File: src/rtl/sref_part_pkg.sv
package sref_part_pkg;
    typedef enum logic [1:0] {
        CLS_SHORT = 2'd0,
        CLS_MID   = 2'd1,
        CLS_LONG  = 2'd2
    } dur_cls_e;
endpackage

File: src/rtl/sref_dur_classifier.sv
module sref_dur_classifier
    import sref_part_pkg::*;
#(
    parameter int TS_W  = 32,
    parameter int CFG_W = 16
) (
    input  logic [TS_W-1:0]  entry_ts_i,
    input  logic [TS_W-1:0]  exit_ts_i,
    input  logic [CFG_W-1:0] t_rfc_i,
    input  logic [CFG_W-1:0] t_rp_i,
    input  logic [CFG_W-1:0] t_ckesr_i,
    output logic [TS_W-1:0]  dur_o,
    output dur_cls_e         cls_o,
    output logic             warn_zero_o,
    output logic             warn_ckesr_o
);
    localparam int PAD = TS_W - CFG_W;

    logic [TS_W-1:0] rfc_w, rp_w, act_w, ckesr_w;

    always_comb begin
        rfc_w   = {{PAD{1'b0}}, t_rfc_i};
        rp_w    = {{PAD{1'b0}}, t_rp_i};
        ckesr_w = {{PAD{1'b0}}, t_ckesr_i};
        act_w   = (rfc_w > rp_w) ? (rfc_w - rp_w) : '0;

        warn_zero_o = (exit_ts_i <= entry_ts_i);
        dur_o       = warn_zero_o ? '0 : (exit_ts_i - entry_ts_i);
        warn_ckesr_o = (dur_o < ckesr_w);

        if (dur_o >= rfc_w) begin
            cls_o = CLS_LONG;
        end else if (dur_o >= act_w) begin
            cls_o = CLS_MID;
        end else begin
            cls_o = CLS_SHORT;
        end
    end
endmodule

File: src/rtl/sref_bucket_split.sv
module sref_bucket_split
    import sref_part_pkg::*;
#(
    parameter int TS_W  = 32,
    parameter int CFG_W = 16
) (
    input  dur_cls_e         cls_i,
    input  logic [TS_W-1:0]  dur_i,
    input  logic [TS_W-1:0]  exit_ts_i,
    input  logic             dll_en_i,
    input  logic [CFG_W-1:0] t_rfc_i,
    input  logic [CFG_W-1:0] t_rp_i,
    input  logic [CFG_W-1:0] t_xs_i,
    input  logic [CFG_W-1:0] t_xsdll_i,
    input  logic [CFG_W-1:0] t_rcd_i,
    output logic [TS_W-1:0]  inc_ref_act_o,
    output logic [TS_W-1:0]  inc_ref_pre_o,
    output logic [TS_W-1:0]  inc_sref_o,
    output logic [TS_W-1:0]  inc_pup_act_o,
    output logic [TS_W-1:0]  inc_pup_pre_o,
    output logic [TS_W-1:0]  inc_pen_o,
    output logic [TS_W-1:0]  last_pre_o
);
    localparam int PAD = TS_W - CFG_W;

    function automatic logic [TS_W-1:0] sat_sub(input logic [TS_W-1:0] a,
                                                input logic [TS_W-1:0] b);
        return (a > b) ? (a - b) : '0;
    endfunction

    logic [TS_W-1:0] rfc_w, rp_w, act_w, base_w, part_w, tail_w;

    always_comb begin
        rfc_w  = {{PAD{1'b0}}, t_rfc_i};
        rp_w   = {{PAD{1'b0}}, t_rp_i};
        act_w  = sat_sub(rfc_w, rp_w);
        base_w = dll_en_i ? sat_sub({{PAD{1'b0}}, t_xsdll_i}, {{PAD{1'b0}}, t_rcd_i})
                          : {{PAD{1'b0}}, t_xs_i};
        part_w = '0;
        tail_w = '0;

        inc_ref_act_o = '0;
        inc_ref_pre_o = '0;
        inc_sref_o    = '0;
        inc_pup_act_o = '0;
        inc_pup_pre_o = '0;
        inc_pen_o     = base_w;
        last_pre_o    = exit_ts_i;

        unique case (cls_i)
            CLS_LONG: begin
                inc_ref_act_o = act_w;
                inc_ref_pre_o = rp_w;
                inc_sref_o    = dur_i - rfc_w;
            end
            CLS_MID: begin
                part_w        = dur_i - act_w;
                tail_w        = rp_w - part_w;
                inc_ref_act_o = act_w;
                inc_ref_pre_o = part_w;
                inc_pup_pre_o = tail_w;
                inc_pen_o     = sat_sub(base_w, tail_w);
                last_pre_o    = exit_ts_i + tail_w;
            end
            default: begin
                part_w        = act_w - dur_i;
                inc_ref_act_o = dur_i;
                inc_pup_act_o = part_w;
                inc_pup_pre_o = rp_w;
                inc_pen_o     = sat_sub(base_w, part_w + rp_w);
                last_pre_o    = exit_ts_i + part_w + rp_w;
            end
        endcase
    end
endmodule

File: src/rtl/sref_exit_partitioner.sv
module sref_exit_partitioner
    import sref_part_pkg::*;
#(
    parameter int TS_W  = 32,
    parameter int CFG_W = 16,
    parameter int CNT_W = 40
) (
    input  logic             clk,
    input  logic             rst_n,
    input  logic             enter_i,
    input  logic             exit_i,
    input  logic [TS_W-1:0]  ts_i,
    input  logic             dll_en_i,
    input  logic [CFG_W-1:0] t_rfc_i,
    input  logic [CFG_W-1:0] t_rp_i,
    input  logic [CFG_W-1:0] t_ckesr_i,
    input  logic [CFG_W-1:0] t_xs_i,
    input  logic [CFG_W-1:0] t_xsdll_i,
    input  logic [CFG_W-1:0] t_rcd_i,
    output logic             in_sref_o,
    output logic [CNT_W-1:0] sref_cnt_o,
    output logic             done_o,
    output logic             warn_zero_o,
    output logic             warn_ckesr_o,
    output logic             err_state_o,
    output logic [CNT_W-1:0] ref_act_o,
    output logic [CNT_W-1:0] ref_pre_o,
    output logic [CNT_W-1:0] sref_cyc_o,
    output logic [CNT_W-1:0] pup_act_o,
    output logic [CNT_W-1:0] pup_pre_o,
    output logic [CNT_W-1:0] pen_o,
    output logic [TS_W-1:0]  last_pre_o
);
    typedef struct packed {
        logic [TS_W-1:0]  entry_ts;
        logic             in_sref;
        logic [CNT_W-1:0] sref_cnt;
        logic             s1_vld;
        dur_cls_e         s1_cls;
        logic [TS_W-1:0]  s1_dur;
        logic [TS_W-1:0]  s1_ts;
        logic             s1_wz;
        logic             s1_wc;
        logic             s1_err;
        logic             done;
        logic             wz;
        logic             wc;
        logic             err;
        logic [CNT_W-1:0] ref_act;
        logic [CNT_W-1:0] ref_pre;
        logic [CNT_W-1:0] sref_cyc;
        logic [CNT_W-1:0] pup_act;
        logic [CNT_W-1:0] pup_pre;
        logic [CNT_W-1:0] pen;
        logic [TS_W-1:0]  last_pre;
    } part_st_t;

    part_st_t st_d, st_q;

    logic [TS_W-1:0] cl_dur;
    dur_cls_e        cl_cls;
    logic            cl_wz, cl_wc;
    logic [TS_W-1:0] inc_ra, inc_rp, inc_sr, inc_pa, inc_pp, inc_pen, nxt_last;

    sref_dur_classifier #(.TS_W(TS_W), .CFG_W(CFG_W)) u_cls (
        .entry_ts_i   (st_q.entry_ts),
        .exit_ts_i    (ts_i),
        .t_rfc_i      (t_rfc_i),
        .t_rp_i       (t_rp_i),
        .t_ckesr_i    (t_ckesr_i),
        .dur_o        (cl_dur),
        .cls_o        (cl_cls),
        .warn_zero_o  (cl_wz),
        .warn_ckesr_o (cl_wc)
    );

    sref_bucket_split #(.TS_W(TS_W), .CFG_W(CFG_W)) u_split (
        .cls_i         (st_q.s1_cls),
        .dur_i         (st_q.s1_dur),
        .exit_ts_i     (st_q.s1_ts),
        .dll_en_i      (dll_en_i),
        .t_rfc_i       (t_rfc_i),
        .t_rp_i        (t_rp_i),
        .t_xs_i        (t_xs_i),
        .t_xsdll_i     (t_xsdll_i),
        .t_rcd_i       (t_rcd_i),
        .inc_ref_act_o (inc_ra),
        .inc_ref_pre_o (inc_rp),
        .inc_sref_o    (inc_sr),
        .inc_pup_act_o (inc_pa),
        .inc_pup_pre_o (inc_pp),
        .inc_pen_o     (inc_pen),
        .last_pre_o    (nxt_last)
    );

    always_comb begin
        st_d      = st_q;
        st_d.done = 1'b0;
        st_d.wz   = 1'b0;
        st_d.wc   = 1'b0;
        st_d.err  = 1'b0;

        // commit step: buckets follow the exit captured one edge earlier
        if (st_q.s1_vld) begin
            st_d.done     = 1'b1;
            st_d.wz       = st_q.s1_wz;
            st_d.wc       = st_q.s1_wc;
            st_d.err      = st_q.s1_err;
            st_d.ref_act  = st_q.ref_act  + CNT_W'(inc_ra);
            st_d.ref_pre  = st_q.ref_pre  + CNT_W'(inc_rp);
            st_d.sref_cyc = st_q.sref_cyc + CNT_W'(inc_sr);
            st_d.pup_act  = st_q.pup_act  + CNT_W'(inc_pa);
            st_d.pup_pre  = st_q.pup_pre  + CNT_W'(inc_pp);
            st_d.pen      = st_q.pen      + CNT_W'(inc_pen);
            st_d.last_pre = nxt_last;
        end

        // capture step: registered classification of the exit
        st_d.s1_vld = exit_i;
        if (exit_i) begin
            st_d.s1_cls  = cl_cls;
            st_d.s1_dur  = cl_dur;
            st_d.s1_ts   = ts_i;
            st_d.s1_wz   = cl_wz;
            st_d.s1_wc   = cl_wc;
            st_d.s1_err  = ~st_q.in_sref;
            st_d.in_sref = 1'b0;
        end

        // entry wins the mode when both strobes meet
        if (enter_i) begin
            st_d.entry_ts = ts_i;
            st_d.sref_cnt = st_q.sref_cnt + 1'b1;
            st_d.in_sref  = 1'b1;
        end
    end

    always_ff @(posedge clk) begin
        if (!rst_n) begin
            st_q <= '0;
        end else begin
            st_q <= st_d;
        end
    end

    assign in_sref_o    = st_q.in_sref;
    assign sref_cnt_o   = st_q.sref_cnt;
    assign done_o       = st_q.done;
    assign warn_zero_o  = st_q.wz;
    assign warn_ckesr_o = st_q.wc;
    assign err_state_o  = st_q.err;
    assign ref_act_o    = st_q.ref_act;
    assign ref_pre_o    = st_q.ref_pre;
    assign sref_cyc_o   = st_q.sref_cyc;
    assign pup_act_o    = st_q.pup_act;
    assign pup_pre_o    = st_q.pup_pre;
    assign pen_o        = st_q.pen;
    assign last_pre_o   = st_q.last_pre;
endmodule

File: config.mk
export PLATFORM = sky130hd
export DESIGN_NAME = sref_exit_partitioner
export DESIGN_NICKNAME = d
export VERILOG_FILES = /design/src/rtl/sref_part_pkg.sv /design/src/rtl/sref_dur_classifier.sv /design/src/rtl/sref_bucket_split.sv /design/src/rtl/sref_exit_partitioner.sv
export SDC_FILE = /design/constraint.sdc
export NUM_CORES = 2
export LEC_CHECK = 0
export BUFFER_PORTS_ARGS = -buffer_cell sky130_fd_sc_hd__buf_2
export CAP_MARGIN = 20
export CORE_MARGIN = 5
export CORE_UTILIZATION = 30
export CTS_CLUSTER_DIAMETER = 150
export DETAILED_ROUTE_END_ITERATION = 16
export SLEW_MARGIN = 20
export SYNTH_ARGS = -nofsm -noshare
export SYNTH_HDL_FRONTEND = slang
export SYNTH_SLANG_ARGS = --single-unit
File: constraint.sdc
create_clock -name clk -period 18.5 [get_ports clk]
set_input_delay 2.775 -clock clk [delete_from_list [all_inputs] [get_ports clk]]
set_output_delay 2.775 -clock clk [all_outputs]
set_load 0.05 [all_outputs]
[After elaboration in Yosys (flattened, before gate mapping)]
Cells that the tools add are included.
Word-level totals
  output and inout port bits: 317
  bits of input ports: 133
  word-level logic and storage cells: 73
  flip-flop bits (word level): 419
Operators by class
  muxes and demuxes: 18
  reduce and logical (&&, ||, !) cells: 3
  bitwise logic cells: 1
  $lt $le $gt $ge: 8
  add/sub/neg operators: 20
  eq/ne operators: 2
Operators by type and width (number)
  32-bit two-way mux: 9
  276-bit two-way mux: 1
  32-bit case mux with 2 select lines: 4
  40-bit by 32-bit adder with 40-bit output: 6
  32-bit subtractor: 5
  32-bit by 16-bit adder with 32-bit output: 2
  32-bit adder: 2
  32-bit > comparator: 2
  41-bit two-way mux: 1
  40-bit by 1-bit adder with 40-bit output (second input constant): 1
  16-bit by 16-bit subtractor with 17-bit output: 2
  32-bit by 16-bit >= comparator with 1-bit output: 1
  32-bit >= comparator: 1
  16-bit > comparator: 2
  32-bit less-or-equal comparator: 1
  32-bit by 16-bit < comparator with 1-bit output: 1
  16-bit by 32-bit subtractor with 32-bit output: 1
  32-bit by 16-bit subtractor with 32-bit output: 1
  2-bit by 1-bit == test with 1-bit output (second input constant): 1
  2-bit == test (second input constant): 1
  1-bit two-way mux: 2
  2-bit two-way mux: 1
  2-bit AND reduction: 1
  2-bit nonzero test: 1
  2 further kinds: 2

[Depth between registers and ports, before layout]
  depth after elaboration: 9
  gate-level depth with buffers: 59
  gate-level depth less buffers: 57

[By module]
Synthesis repeated with hierarchy kept, for this count alone.
Second synthesis, totals
  cell total of the unflattened synthesis: 6445
  area total of the unflattened synthesis: 49222.2 um2
By module, submodules not included
  sref_exit_partitioner: sequential area each 8388.0 um2, instances 1, cells an instance 3190, area each 27127.3 um2
  sref_bucket_split: sequential area each 0.0 um2, instances 1, cells an instance 2538, area each 17242.8 um2
  sref_dur_classifier: sequential area each 0.0 um2, instances 1, cells an instance 717, area each 4852.2 um2

[Worst setup path after synthesis]
Ideal clock, no wire load.
  path type: input to register
  start point: in t_rfc_i[0]
  end point: reg st_q, in the netlist pen_o[30]
  slack: 4.719 ns
  stages: 46
  buffers on the path: 3
  arrival: 13.654 ns
  data required time: 18.372 ns
  setup time: 0.128 ns
  cell sequence: inv_1 > ha_1 > inv_1 > fa_1 > a21o_1 > a22oi_1 > a21oi_1 > nand2_1 > o2111ai_1 > inv_1 > ha_1 > clkbuf_1 > nand2_1 > nor4_1 > o21ai_0 > o21ai_1 > xor2_1 > nand2b_1 > [... 10 more ...] > a221o_1 > and3_1 > clkbuf_1 > buf_1 > a22oi_1 > o22ai_1 > ha_1 > o21a_1 > o21ai_0 > a21oi_1 > a311oi_1 > nand3_1 > a221o_1 > a31oi_1 > nor2_1 > a2111oi_0 > a2bb2oi_1 > nor2_1
Between the ends
  word-level cells in the longest chain between the ends: 8
  elaborated cells on any way between the ends: 15
  classes of those cells: add/sub: 8; order compare: 3; mux: 4
RTL lines
  start, declared: RTL line sref_exit_partitioner.sv:14  | input logic [CFG_W-1:0] t_rfc_i,
  16-bit by 16-bit subtractor with 17-bit output / 16-bit > comparator (equally long branches): RTL line sref_bucket_split.sv:28  | return (a > b) ? (a - b) : '0;
  32-bit two-way mux (*): RTL line sref_bucket_split.sv:28
  32-bit subtractor, on equally long branches: RTL line sref_bucket_split.sv:66, sref_bucket_split.sv:57
  32-bit by 16-bit adder with 32-bit output / 16-bit by 32-bit subtractor with 32-bit output (equally long branches): RTL line sref_bucket_split.sv:70, sref_bucket_split.sv:58
  32-bit subtractor / 32-bit > comparator (equally long branches): RTL line sref_bucket_split.sv:28
  32-bit two-way mux: RTL line sref_bucket_split.sv:28
  32-bit case mux with 2 select lines (*): RTL line sref_bucket_split.sv:50  | unique case (cls_i)
  40-bit by 32-bit adder with 40-bit output (*): RTL line sref_exit_partitioner.sv:114  | st_d.pen = st_q.pen + CNT_W'(inc_pen);
  end signal, assigned: RTL line sref_exit_partitioner.sv:142  | st_q <= st_d;
  end, declared: RTL line sref_exit_partitioner.sv:58  | part_st_t st_d, st_q;
Every way passes the cells marked *; elsewhere a longest branch is shown, timed or not.
A chain may end at the register's enable or synchronous reset.

[Final worst setup path]
  start point: in t_rp_i[1]
  end point: reg st_q, in the netlist pen_o[30]
Between the ends
  word-level cells in the longest chain between the ends: 8
  elaborated cells on any way between the ends: 15
  classes of those cells: add/sub: 8; order compare: 3; mux: 4
RTL lines
  start, declared: RTL line sref_exit_partitioner.sv:15  | input logic [CFG_W-1:0] t_rp_i,
  16-bit by 16-bit subtractor with 17-bit output / 16-bit > comparator (equally long branches): RTL line sref_bucket_split.sv:28
  32-bit two-way mux: RTL line sref_bucket_split.sv:28
  32-bit subtractor, on equally long branches: RTL line sref_bucket_split.sv:66, sref_bucket_split.sv:57
  32-bit by 16-bit adder with 32-bit output / 16-bit by 32-bit subtractor with 32-bit output (equally long branches): RTL line sref_bucket_split.sv:70, sref_bucket_split.sv:58
  32-bit subtractor / 32-bit > comparator (equally long branches): RTL line sref_bucket_split.sv:28
  32-bit two-way mux: RTL line sref_bucket_split.sv:28
  32-bit case mux with 2 select lines (*): RTL line sref_bucket_split.sv:50
  40-bit by 32-bit adder with 40-bit output (*): RTL line sref_exit_partitioner.sv:114
Marked as above.

==> flow_summary.yaml <==
sta:
  fmax_ghz: 0.0662
  hold_violations: 0
  finalSetupViolCount: 0
  clock_skew_ns: 0.0307
  finalCritPeriodShare: 0.816
  fin_tns_setup_ns: 0
  finalMaxSlewViolations: 0
  rsz0062_at_grt: "no"
  finalCriticalPeriod_ns: 15.10
  slew_headroom: 0.262
  worst_pin_slew_ns: 1.09
global_route:
  gr-total-overflow: 0
  grt_max_degree: 83
  grt_pass1_wl_mm: 269
  grt_antenna_before_repair: 44
  track_usage: 0.217
  grt_pass1_vias: 41500
clocking:
  cts.sinks: 419
  clk-insertion-delay-late_ns: 0.68
  clkSlewWorstSetupHoldPaths_ns: 0.05
  clockBufferDepth: 3
  htreeDepth: 2
  cts_root_buffer: "clkbuf_16"
  cts.repair.resized: 0
  cts_hold_buf: 0
  cts_buffers: 56
  post_cts_buffers: 0
  cts_tree: "yes"
critical_path:
  crit_end: "pen_o[30]$_SDFFE_PN0P_"
  path_class: "input pin to flop"
  r2r_cells: 40
  startpoint: "t_rp_i[1]"
  critical-path-max-stage-delay_ns: 0.61
  worstPathMaxFanout: 19
  required_ns: 19.02
  r2r-start: "st_q[312]$_SDFFE_PN0P_"
  worst-r2r-setup-slack_ns: 7.31
  critPathSlowestCell: "nand2_1"
  critPathLaunchType: "input pin"
  crit_top_cell: "ha_1"
  worstPathArrival_ns: 15.62
  r2r_end: "pen_o[30]$_SDFFE_PN0P_"
  end_kind: "flop"
status:
  outcome: "finished, final reports clean"
cells_and_area:
  most-common-layout-cells: "nor2_1 (640), ha_1 (571), a21oi_1 (508)"
  fin_area_um2: 50200
  layout-drive-gt1-share: 0.113
  layout_commonest_cell: "nor2_1"
  syn_to_final_growth_pct: 9.03
  nets: 6818
  fillCellCount: 16200
pwr:
  leakagePower_nw: 24.1
  peakVddDrop_mv: 0.0864
  power_w: 0.00679
  cellPowerDensity_nw_per_um2: 135
logic_synthesis:
  yosys_warnings: 0
  yosys.area.top_type: "dfxtp_1"
  ys_seq_elements: 419
  synth.cell_area_um2: 46000
  synthFlopType: "dfxtp_1"
  syn_area_per_cell_um2: 7.65
  synth-edff-count: 0
  synth_cells: 6018
  synth_top_area_frac: 0.182
  ys_seq_area_frac: 0.182
  synth.area.top_cells: "dfxtp_1 (18%), ha_1 (16%), xnor2_1 (5.6%), a21oi_1 (5.5%), nor2_1 (5.2%)"
  synthesis.nets: 6757
  synthArstFlopShare: 0
  ys_types: 103
place:
  dp.final_hpwl_mm: 151
  io_buffers: 449
  place_area_um2: 48300
  routabilityCongestion: 0.972
die:
  start_util: 0.302
  boundaryPins: 450
  die_h_um: 402
  die_x_um: 402
  core_area_um2: 152000
  die_area_um2: 161000
  rows: 143
detailed_routing:
  first_pass_iters: 6
  ant_nets: 0
  drc_errors: 0
  drt_iter0_drc: 3483
  routed_wl_mm: 185
  wl_per_cell_um: 22.6
  via_per_inst: 5.38
  vias: 44000
flow_run:
  drv_cap: 0
worst_hold_path:
  hp-class: "flop to flop"
==> how the worst min path moves through the flow <==
stage / cells past startpoint / to / from / slack [ns]
after floorplan: 2 / st_q[277]$_SDFFE_PN0P_ / st_q[277]$_SDFFE_PN0P_ / 0.42
after global placement: 2 / last_pre_o[28]$_SDFFE_PN0P_ / last_pre_o[28]$_SDFFE_PN0P_ / 0.46
after detailed placement: 2 / last_pre_o[28]$_SDFFE_PN0P_ / last_pre_o[28]$_SDFFE_PN0P_ / 0.46
after CTS: 2 / last_pre_o[28]$_SDFFE_PN0P_ / last_pre_o[28]$_SDFFE_PN0P_ / 0.47
after global routing: 1 / last_pre_o[23]$_SDFFE_PN0P_ / last_pre_o[23]$_SDFFE_PN0P_ / 0.49
final: 2 / last_pre_o[28]$_SDFFE_PN0P_ / last_pre_o[28]$_SDFFE_PN0P_ / 0.46
==> kinds of logic (layout without fill, tap and decap cells) <==
kind of cell | count (synthesis) | in the layout | synth area share
xor+xnor | 492 | 492 | 0.0940
simple gates | 1704 | 1704 | 0.173
mux | 203 | 203 | 0.0442
fa+ha+maj | 606 | 606 | 0.170
buf+inv | 889 | 996 | 0.0985
flops | 419 | 419 | 0.182
other cells | 0 | 19 | 0
compound gates | 1705 | 1705 | 0.238
==> report_power, final <==
group,switching (W),leakage [nW],internal (W)
registers,0.0000758,3.41,0.000966
clock network,0.000493,0.920,0.000665
logic,0.00295,19.8,0.00164
total,0.00351,24.1,0.00328
==> metrics by stage <==
stage / hold WS (ns) / setup slack, ns / util / instances
after global placement: 0.455 / 3.03 / 0.317 / 8051
after CTS: 0.466 / 3.63 / 0.329 / 8155
after detailed placement: 0.458 / 2.93 / 0.317 / 8051
after floorplan: 0.417 / 4.72 / - / 6018
after global routing: 0.486 / 2.42 / 0.330 / 8165
final: 0.460 / 3.40 / 0.330 / 8174
==> registers in the layout (all words and copies together) (netlist names) <==
signal        flops
st_q            102
pen_o            40
pup_act_o        40
pup_pre_o        40
ref_act_o        40
ref_pre_o        40
sref_cnt_o       40
sref_cyc_o       40
last_pre_o       32
done_o            1
err_state_o       1
in_sref_o         1
warn_ckesr_o      1
warn_zero_o       1
==> Yosys cell counts (all sizes together), types with 27 or more instances <==
master	count
nor2	645
ha	572
a21oi	514
dfxtp	419
nand2	389
inv	386
buf	351
o21ai	351
xnor2	292
a21o	261
mux2i	199
xor2	199
clkbuf	152
nand3	126
nor3	84
o21bai	70
nand2b	69
and3	64
a31oi	62
nand4	61
or3	61
o21a	60
nor2b	59
a211oi	50
and2	49
fa	34
o31ai	31
o211ai	29
o22ai	27
==> per-layer routing <==
metal,share of wire,track usage,vias to the layer above
li1,-,-,21200
met1,0.43,0.281,20800
met2,0.44,0.344,1537
met3,0.079,0.0486,356
met4,0.053,0.101,18
met5,0.00073,0,-
==> final cells by class <==
class / count / area (µm²) / area share
timing repair buffer: 506 / 2680 / 0.0533
multi-input combinational: 4710 / 33200 / 0.661
sequential: 419 / 8390 / 0.167
antenna: 19 / 47.5 / 0.000947
clock inverter: 29 / 327 / 0.00650
inverter: 386 / 1460 / 0.0290
tap: 2030 / 2540 / 0.0506
clock buffer: 75 / 1560 / 0.0311
==> critical path: cells and delay by family <==
family | cells | cell delay [ns]
AO/OA/AOI/OAI | 21 | 5.85
AND/OR/NAND/NOR | 17 | 3.83
adder cells (fa/ha/maj) | 5 | 1.60
buffers and inverters | 5 | 0.88
XOR/XNOR | 2 | 0.66
Note: power is estimated with default switching activity, not from simulation.
